**src/rtl/bx_pkg.sv**
```systemverilog
// Package: shared types and constants for the frame byte extractor.
// Assumes the preamble ahead of the destination address is seven 0x55
// bytes followed by one 0xD5 start delimiter.
package bx_pkg;

    typedef enum logic [1:0] {
        REF_NONE = 2'b00,
        REF_DA   = 2'b01,
        REF_L2   = 2'b10,
        REF_L3   = 2'b11
    } ref_e;

    localparam int unsigned LANE_BITS = 8;
    localparam int unsigned OFF_W     = 6;
    localparam int unsigned DA_BIAS   = 8;
    localparam logic [7:0]  PRE_FILL  = 8'h55;
    localparam logic [7:0]  PRE_SFD   = 8'hD5;

    // Byte of the preamble selected by a biased offset below DA_BIAS.
    function automatic logic [7:0] preamble_byte(input logic [OFF_W-1:0] off);
        return (off == OFF_W'(DA_BIAS - 1)) ? PRE_SFD : PRE_FILL;
    endfunction

endpackage

```
**src/rtl/bx_pos_track.sv**
```systemverilog
// Position tracker: reports the index of the current byte from the start
// of the destination address, and from the byte after each header-end strobe.
// Assumes take is high only for accepted bytes of a frame; counters saturate.
module bx_pos_track #(
    parameter int unsigned POS_W = 7,
    parameter int unsigned HDRS  = 2
) (
    input  logic                       clk,
    input  logic                       rst_n,
    input  logic                       take,
    input  logic                       sof,
    input  logic [HDRS-1:0]            hdr_end,
    output logic [POS_W-1:0]           da_pos,
    output logic [HDRS-1:0][POS_W-1:0] hdr_pos,
    output logic [HDRS-1:0]            hdr_ok
);
    localparam logic [POS_W-1:0] POS_MAX = '1;

    logic [POS_W-1:0] da_cnt;

    // Current index from the destination address; the start byte is index 0.
    always_comb da_pos = sof ? '0 : da_cnt;

    // Advance the address-relative index on each accepted byte.
    always_ff @(posedge clk) begin
        if (!rst_n)
            da_cnt <= '0;
        else if (take)
            da_cnt <= (da_pos == POS_MAX) ? POS_MAX : da_pos + 1'b1;
    end

    for (genvar h = 0; h < HDRS; h++) begin : g_hdr
        logic [POS_W-1:0] cnt;
        logic             arm;

        // A count is valid only after its strobe, and never on a start byte.
        always_comb begin
            hdr_ok[h]  = arm && !sof;
            hdr_pos[h] = cnt;
        end

        // Arm on the strobe byte; count the bytes that follow it.
        always_ff @(posedge clk) begin
            if (!rst_n) begin
                arm <= 1'b0;
                cnt <= '0;
            end else if (take) begin
                if (hdr_end[h]) begin
                    arm <= 1'b1;
                    cnt <= '0;
                end else if (sof) begin
                    arm <= 1'b0;
                end else if (arm && cnt != POS_MAX) begin
                    cnt <= cnt + 1'b1;
                end
            end
        end
    end
endmodule

```
**src/rtl/bx_lane.sv**
```systemverilog
// Lane picker: holds one lane's selector, offset and FIFO flag, sampled at
// frame start, and captures the first byte whose position matches.
// Assumes positions come from bx_pos_track for the same accepted bytes.
module bx_lane
    import bx_pkg::*;
#(
    parameter int unsigned POS_W = 7
) (
    input  logic                    clk,
    input  logic                    rst_n,
    input  logic                    take,
    input  logic                    sof,
    input  logic                    fifo_in,
    input  logic [LANE_BITS-1:0]    cfg_in,
    input  logic [7:0]              data,
    input  logic [POS_W-1:0]        da_pos,
    input  logic [1:0][POS_W-1:0]   hdr_pos,
    input  logic [1:0]              hdr_ok,
    output logic [7:0]              byte_q,
    output logic                    err_q
);
    localparam logic [POS_W-1:0] BIAS = POS_W'(DA_BIAS);

    ref_e             ctl_r, ctl;
    logic [OFF_W-1:0] off_r, off;
    logic             fifo_r, got_r, got, hit, short_off;
    logic [POS_W-1:0] off_x;

    // Settings in force for this byte: fresh on the start byte, else sampled.
    always_comb begin
        ctl       = sof ? ref_e'(cfg_in[7:6]) : ctl_r;
        off       = sof ? cfg_in[5:0] : off_r;
        got       = sof ? 1'b0 : got_r;
        off_x     = {{(POS_W-OFF_W){1'b0}}, off};
        short_off = off < OFF_W'(DA_BIAS);
    end

    // Decide whether the current byte is this lane's target.
    always_comb begin
        case (ctl)
            REF_DA:  hit = !short_off && (da_pos == off_x - BIAS);
            REF_L2:  hit = hdr_ok[0] && (hdr_pos[0] == off_x);
            REF_L3:  hit = hdr_ok[1] && (hdr_pos[1] == off_x);
            default: hit = 1'b0;
        endcase
    end

    // Sample settings at frame start and capture the first matching byte.
    always_ff @(posedge clk) begin
        if (!rst_n) begin
            ctl_r  <= REF_NONE;
            off_r  <= '0;
            fifo_r <= 1'b0;
            got_r  <= 1'b0;
            byte_q <= '0;
            err_q  <= 1'b0;
        end else if (take) begin
            if (sof) begin
                ctl_r  <= ctl;
                off_r  <= off;
                fifo_r <= fifo_in;
                got_r  <= 1'b0;
                byte_q <= '0;
                err_q  <= 1'b0;
                if (ctl == REF_DA && short_off) begin
                    if (fifo_in) begin
                        err_q <= 1'b1;
                    end else begin
                        byte_q <= preamble_byte(off);
                        got_r  <= 1'b1;
                    end
                end
            end
            if (hit && !got) begin
                byte_q <= data;
                got_r  <= 1'b1;
            end
        end
    end

    // A disabled lane never holds a nonzero byte.
    assert_idle_lane_zero_R2: assert property (@(posedge clk) disable iff (!rst_n)
        (ctl_r == REF_NONE) |-> (byte_q == 8'h00));

    // An error belongs only to a FIFO-mode lane with a short biased offset.
    assert_fifo_err_R5: assert property (@(posedge clk) disable iff (!rst_n)
        err_q |-> (fifo_r && ctl_r == REF_DA && off_r < OFF_W'(DA_BIAS) && byte_q == 8'h00));

    // Sampled settings change only on an accepted start byte.
    assert_cfg_frozen_R10: assert property (@(posedge clk) disable iff (!rst_n)
        !(take && sof) |=> $stable({ctl_r, off_r, fifo_r}));
endmodule

```
**src/rtl/frame_byte_extract.sv**
```systemverilog
// Top: extracts up to four configurable bytes of a received frame into a
// 32-bit property word and pulses done after the last byte.
// Assumes header-end strobes are aligned to the last byte of their header.
module frame_byte_extract
    import bx_pkg::*;
#(
    parameter int unsigned LANES = 4,
    parameter int unsigned POS_W = 7,
    localparam int unsigned CFG_W = LANES * LANE_BITS
) (
    input  logic             clk,
    input  logic             rst_n,
    input  logic [CFG_W-1:0] cfg,
    input  logic             fifo_mode,
    input  logic             in_valid,
    input  logic [7:0]       in_data,
    input  logic             in_sof,
    input  logic             in_eof,
    input  logic             l2_end,
    input  logic             l3_end,
    output logic [CFG_W-1:0] prop,
    output logic             done,
    output logic             err
);
    logic                   in_frame, take;
    logic [POS_W-1:0]       da_pos;
    logic [1:0][POS_W-1:0]  hdr_pos;
    logic [1:0]             hdr_ok;
    logic [LANES-1:0]       lane_err;

    // A byte is accepted if it starts a frame or lies inside one.
    always_comb take = in_valid && (in_sof || in_frame);

    // Track frame membership and raise done after the last byte.
    always_ff @(posedge clk) begin
        if (!rst_n) begin
            in_frame <= 1'b0;
            done     <= 1'b0;
        end else begin
            done <= take && in_eof;
            if (take)
                in_frame <= !in_eof;
        end
    end

    bx_pos_track #(.POS_W(POS_W), .HDRS(2)) u_pos (
        .clk     (clk),
        .rst_n   (rst_n),
        .take    (take),
        .sof     (in_sof),
        .hdr_end ({l3_end, l2_end}),
        .da_pos  (da_pos),
        .hdr_pos (hdr_pos),
        .hdr_ok  (hdr_ok)
    );

    for (genvar n = 0; n < LANES; n++) begin : g_lane
        bx_lane #(.POS_W(POS_W)) u_lane (
            .clk     (clk),
            .rst_n   (rst_n),
            .take    (take),
            .sof     (in_sof),
            .fifo_in (fifo_mode),
            .cfg_in  (cfg[CFG_W-1-LANE_BITS*n -: LANE_BITS]),
            .data    (in_data),
            .da_pos  (da_pos),
            .hdr_pos (hdr_pos),
            .hdr_ok  (hdr_ok),
            .byte_q  (prop[CFG_W-1-LANE_BITS*n -: LANE_BITS]),
            .err_q   (lane_err[n])
        );
    end

    // The frame error is any lane's error.
    always_comb err = |lane_err;

    // done only follows an accepted end byte.
    assert_done_after_eof_R9: assert property (@(posedge clk) disable iff (!rst_n)
        done |-> $past(take && in_eof));

    // The property word moves only on accepted bytes.
    assert_prop_hold_R9: assert property (@(posedge clk) disable iff (!rst_n)
        !$past(take) |-> $stable(prop));
endmodule

```
**config.mk**
```make
export PLATFORM = sky130hd
export DESIGN_NAME = frame_byte_extract
export DESIGN_NICKNAME = d
export VERILOG_FILES = /design/src/rtl/bx_pkg.sv /design/src/rtl/bx_pos_track.sv /design/src/rtl/bx_lane.sv /design/src/rtl/frame_byte_extract.sv
export SDC_FILE = /design/constraint.sdc
export NUM_CORES = 1
export LEC_CHECK = 0
export ABC_AREA = 1
export BUFFER_PORTS_ARGS = -buffer_cell sky130_fd_sc_hd__buf_2
export CORE_ASPECT_RATIO = 1.1
export CORE_MARGIN = 2
export CORE_UTILIZATION = 55
export DETAILED_ROUTE_END_ITERATION = 12
export PLACE_DENSITY = 0.76
export SKIP_CTS_REPAIR_TIMING = 1
export SLEW_MARGIN = 20
export SYNTH_ARGS = -nofsm -noshare
export SYNTH_HDL_FRONTEND = slang
export SYNTH_SLANG_ARGS = --single-unit
```
**constraint.sdc**
```tcl
create_clock -name clk -period 3.81 [get_ports clk]
set_clock_uncertainty 0.05 [all_clocks]
set_input_delay 0 -clock clk [delete_from_list [all_inputs] [get_ports clk]]
set_output_delay 0 -clock clk [all_outputs]
set_load 0.05 [all_outputs]
```
After elaboration in Yosys (flattened, before gate mapping):

Cells that the tools add are included.

* input port bits: 48
* flip-flop bits (word level): 97
* word-level logic and storage cells: 191
* output and inout bits: 34

* mux-type cells: 65
* add/subtract/negate cells: 7
* reductions and logical operators: 55
* equality and inequality tests: 33
* order comparisons: 4

Operators by type and width (number)
* 8-bit 2-to-1 mux: 20
* 7-bit by 6-bit equality test with 1-bit output: 8
* 7-bit 2-to-1 mux: 8
* 7-bit equality test: 4
* 6-bit by 4-bit subtractor with 7-bit output, second input constant: 4
* 1-bit logical AND: 26
* 1-bit 2-to-1 mux: 25
* 6-bit by 3-bit equality test with 1-bit output, second input constant: 4
* 6-bit by 4-bit less-than comparator with 1-bit output, second input constant: 4
* 6-bit 2-to-1 mux: 4
* 7-bit by 1-bit adder with 7-bit output, second input constant: 3
* 2-bit equality test, second input constant: 8
* 2-bit nonzero test: 8
* 7-bit inequality test, second input constant: 2
* 2-bit AND reduction: 7
* 1-bit case mux with 3 select lines: 4
* 1-bit zero test: 10
* 2-bit by 1-bit equality test with 1-bit output, second input constant: 4
* 2-bit 2-to-1 mux: 4
* 7-bit equality test, second input constant: 1
* 3-bit AND reduction: 2
* 2-bit by 1-bit inequality test with 1-bit output, second input constant: 2
* 4-bit OR reduction: 1
* 1-bit logical OR: 1

Longest topological paths before layout:

* depth in word-level cells: 8
* depth in mapped cells: 19
* depth with buffers taken out: 18

Modules after synthesis:

A second synthesis with hierarchy kept.

* cell total of the unflattened synthesis: 1118
* area, all modules: 7190.6 um^2

By module, submodules not included
* bx_lane: area an instance 1383.8 um^2, cells each 224, times used 4
* bx_pos_track: area an instance 1554.0 um^2, cells each 206, times used 1
* frame_byte_extract: area an instance 101.3 um^2, cells each 16, times used 1

Least setup slack after synthesis:

No wires, ideal clock.

* path kind: flip-flop to flip-flop
* start point: register g_lane[1].u_lane.off_r[3]
* end point: register g_lane[1].u_lane.byte_q[2]
* setup time: 71 ps
* cell stages (with the launch flop): 15
* setup slack: 1688 ps
* data arrival time: 2002 ps
* buffers on the path: 1
* data required time: 3689 ps
* cell sequence: dfxtp_1 inv_1 nand2_1 nand2_1 ha_1 ha_1 or2_2 nand2_1 nor3_1 nand3_1 nand2_1 nand3_2 buf_6 nand3_1 a21oi_1

* cells in the longest elaborated chain, start to end: 8

Ends and longest elaborated chain
* from (decl): RTL line bx_lane.sv:25 `logic [OFF_W-1:0] off_r, off;`
* from (signal assigned): RTL line bx_lane.sv:52 `off_r <= '0;`
* from (signal assigned): RTL line bx_lane.sv:60 `off_r <= off;`
* 6-bit 2-to-1 mux (*): RTL line bx_lane.sv:32 `off = sof ? cfg_in[5:0] : off_r;`
* 6-bit by 4-bit subtractor with 7-bit output or 6-bit by 4-bit less-than comparator with 1-bit output (tied branches): RTL line bx_lane.sv:41, bx_lane.sv:35
* 7-bit equality test or 1-bit zero test (tied branches): RTL line bx_lane.sv:41 `REF_DA: hit = !short_off && (da_pos == off_x - BIAS);`
* 1-bit logical AND: RTL line bx_lane.sv:41
* 1-bit case mux with 3 select lines: RTL line bx_lane.sv:40 `case (ctl)`
* 1-bit logical AND: RTL line bx_lane.sv:74 `if (hit && !got) begin`
* 2-bit nonzero test (no source line)
* 2-bit AND reduction (no source line)
* to (signal assigned): RTL line bx_lane.sv:69 `byte_q <= preamble_byte(off);`
* to (signal assigned): RTL line bx_lane.sv:75 `byte_q <= data;`
* to (decl): RTL line bx_lane.sv:19 `output logic [7:0] byte_q,`

Every way passes the cells marked *; elsewhere a longest branch is shown, timed or not. The select of a mux whose other input is x is not followed.
A chain may end at the register's enable or synchronous reset.

Worst setup path in the final report:

* start point: input port in_sof
* end point: register g_lane[3].u_lane.byte_q[4]

* cells in the longest elaborated chain, start to end: 8

Ends and longest elaborated chain
* from (decl): RTL line frame_byte_extract.sv:17 `input logic in_sof,`
* 6-bit 2-to-1 mux: RTL line bx_lane.sv:32
* 6-bit by 4-bit subtractor with 7-bit output or 6-bit by 4-bit less-than comparator with 1-bit output (tied branches): RTL line bx_lane.sv:41, bx_lane.sv:35
* 7-bit equality test or 1-bit zero test (tied branches): RTL line bx_lane.sv:41
* 1-bit logical AND: RTL line bx_lane.sv:41
* 1-bit case mux with 3 select lines: RTL line bx_lane.sv:40
* 1-bit logical AND: RTL line bx_lane.sv:74
* 2-bit nonzero test (no source line)
* 2-bit AND reduction (no source line)
* to (signal assigned): RTL line bx_lane.sv:69
* to (signal assigned): RTL line bx_lane.sv:75
* to (decl): RTL line bx_lane.sv:19

Parallel ways exist; a longest one is shown, timed or not. The select of a mux whose other input is x is not followed.

==> flow_summary.yaml <==
worst_hold_path:
  min_path_type: "input pin to register"
detailed_routing:
  drt_pre_antenna_iters: 6
  drt_iter0_markers: 564
  routedWlPerCell_um: 15.23
  viasPerCell: 5.427
  ant_nets: 0
  vias: 7115
  routed_wirelength_mm: 19.97
  drc_errors: 0
clock_tree:
  clock_sinks: 97
  clk_latency_ns: 0.35
  cts.clk_slew.worst_paths_ns: 0.07
  clk_path_buf_depth: 2
  cts_tree: "yes"
  cts_max_level: 3
  cts_root_buf: "clkbuf_16"
  cts_buffers: 9
critical_path:
  crit_start: "in_sof"
  reg2reg_from: "g_lane[3].u_lane.off_r[3]$_SDFFE_PN0P_"
  max_stage_delay_ns: 0.55
  endpoint: "g_lane[3].u_lane.byte_q[4]$_SDFFE_PN0P_"
  r2r-end: "g_lane[3].u_lane.byte_q[4]$_SDFFE_PN0P_"
  path_cells: "buf_2, inv_8, nand2_1, nand2_2, ha_1, ha_1, inv_1, o21ai_0, a21oi_1, nand2_1, nor2_1, nand3_1, nand2_2, nand3_2, nand2_1, nand2_1, a21oi_1"
  r2r_cells: 16
  worst_ep_required_time_ns: 4.03
  crit_path_start_kind: "input pin"
  crit_slowest_cell: "buf_2"
  critical_path_class: "input pin to register"
  worstSetupEndpointType: "register"
  cp_max_fo: 55
  critPathArrivalTime_ns: 2.94
  crit_top_cell: "nand2_1"
  r2r_setup_slack_ns: 1.22
synthesis:
  synthTopCellsByArea: "dfxtp_1 (30%), nand2_1 (20%), nand3_1 (10%)"
  syn_avg_cell_area_um2: 6.056
  syn_area_um2: 6425
  synth_cell_types: 39
  synthDominantCellAreaShare: 0.3022
  yosysWarnings: 0
  yosysSeqAreaShare: 0.3022
  ys_async_sr_fraction: 0
  syn-num-nets: 1120
  synth_top_area_cell: "dfxtp_1"
  synthFlopType: "dfxtp_1"
  synth_edf_count: 0
  ys_ff_latch: 97
  synthCells: 1061
sta:
  relSlewSlack: 0.5259
  hold_violations: 0
  tightest_slew_ns: 0.7111
  max_freq_ghz: 0.3679
  final-setup-viol-count: 0
  fin_crit_sh: 0.7134
  rsz0062_at_grt: "false"
  drv_slew: 0
  setup_tns_ns: 0
  min_period_ns: 2.718
global_routing:
  grt-ovfl-total: 0
  grt_use_total: 0.3130
  grt_max_degree: 56
  antenna_found_initial: 0
  grt_pass1_wl_mm: 31.48
  grt_pass1_vias: 6241
power:
  switching_share: 0.3052
  combPwrFrac: 0.192
  pwr-share-seq: 0.430
  powerDensity_nw_per_um2: 331.7
  p_sw_mw: 0.7588
  clock_power_share: 0.378
  p_leak_nw: 3.652
  p_int_mw: 1.728
  peakVddDrop_v: 0.0002705
finish:
  diodes: 0
  syn2layout_area_growth_pct: 16.67
  fin_nets: 1215
  regArea_um2: 1942
  instances_no_fill: 1311
  fill_cells: 1108
  final_common_cell: "nand2_1"
  layout_common_cells: "nand2_1 (339), nand3_1 (132), nor2_1 (108)"
  layout-drive-gt1-share: 0.1318
  multi_input_area_um2: 3791
placed_design:
  dpl.cell_count: 1257
  place_congestion: 1.016
  dp_hpwl_mm: 15.11
  portBuffers: 81
die:
  die_w_um: 107.1
  io_pins: 82
  rows: 41
  die-area_um2: 12560
  initial_core_util: 0.5616
  design.core.area_um2: 11440
  die_h_um: 117.4
outcome:
  status: "finished clean"
run:
  maxCapViolations: 0
[final cells by class]
type / instances / share of cell area
Clock inverter: 7 / 0.01018
Timing Repair Buffer: 126 / 0.1118
Tap cell: 150 / 0.02504
Inverter: 114 / 0.05809
Sequential cell: 97 / 0.2591
Clock buffer: 9 / 0.03005
Multi-Input combinational cell: 808 / 0.5058
[kinds of logic after synthesis]
kind of cell | synth area share
AND/OR/NAND/NOR | 0.4376
buffers and inverters | 0.1077
flip-flops | 0.3022
adder cells (fa/ha/maj) | 0.02142
XOR/XNOR | 0.01227
AO/OA/AOI/OAI | 0.1188
[worst min path at each step]
stage | start | end | slack [ns] | cells past startpoint
6_report | in_data[7] | g_lane[2].u_lane.byte_q[7]$_SDFFE_PN0P_ | 0.04 | 5
5_1_grt | in_data[7] | g_lane[3].u_lane.byte_q[7]$_SDFFE_PN0P_ | 0.06 | 5
4_1_cts | in_eof | in_frame$_SDFFE_PN0P_ | -0.20 | 2
3_5_place_dp | in_eof | in_frame$_SDFFE_PN0P_ | 0.17 | 2
3_3_place_gp | in_eof | in_frame$_SDFFE_PN0P_ | 0.16 | 2
2_1_floorplan | in_eof | in_frame$_SDFFE_PN0P_ | 0.04 | 1
[metrics by stage]
| step | setup WS [ns] | hold slack (ns) | total power, mW | utilization | cell area, um^2 |
|---|---|---|---|---|---|
| after floorplan | 1.688 | 0.03996 | 1.410 | - | 6425 |
| after global placement | 0.9071 | 0.1598 | 1.525 | 0.5956 | 6814 |
| after detailed placement | 0.7542 | 0.1664 | 1.528 | 0.5956 | 6814 |
| after CTS | 1.111 | -0.2035 | 2.451 | 0.6220 | 7116 |
| after global routing | 0.7825 | 0.06373 | 2.594 | 0.6553 | 7496 |
| final | 1.092 | 0.03592 | 2.486 | 0.6553 | 7496 |
[state kept, by name, indices dropped and copies added (netlist names)]
name	flops
done	1
g_lane.u_lane.byte_q	32
g_lane.u_lane.ctl_r	8
g_lane.u_lane.err_q	4
g_lane.u_lane.got_r	4
g_lane.u_lane.off_r	24
in_frame	1
u_pos.da_cnt	7
u_pos.g_hdr.arm	2
u_pos.g_hdr.cnt	14
[synthesized netlist by cell type (all sizes together), types with 2 or more instances]
library cell,count
dfxtp,97
nand3b,7
o211ai,2
a32oi,3
xnor2,3
o21ai,54
nor3,13
a21oi,69
nand4,12
buf,25
clkbuf,17
nand2,357
nand3,138
nor2,116
o21a,2
xor2,6
inv,114
o221ai,6
ha,11
and2,2
[power by group through the flow]
stage	clock, mW	sequential (mW)	combinational (mW)
finish	0.941	1.07	0.477
global route	0.988	1.07	0.534
CTS	0.945	1.07	0.438
detailed placement	0	1.09	0.436
global placement	0	1.09	0.433
floorplan	0	1.10	0.309
[routing by layer]
layer | global-route usage | share of wire | wire length [um] | vias to the layer above
met3 | 0.05892 | 0.076 | 1511 | 50
met5 | 0 | 0 | 0 | -
met2 | 0.4925 | 0.46 | 9090 | 304
met1 | 0.4204 | 0.44 | 8740 | 3147
li1 | - | - | - | 3614
met4 | 0.1242 | 0.031 | 626 | 0
[worst max-delay path: cells and delay by family]
kind,cells,cell delay (ns)
simple gates,9,1.23
fa+ha+maj,2,0.43
compound gates,3,0.34
buf+inv,3,0.91
(Power assumes the default switching activity.)
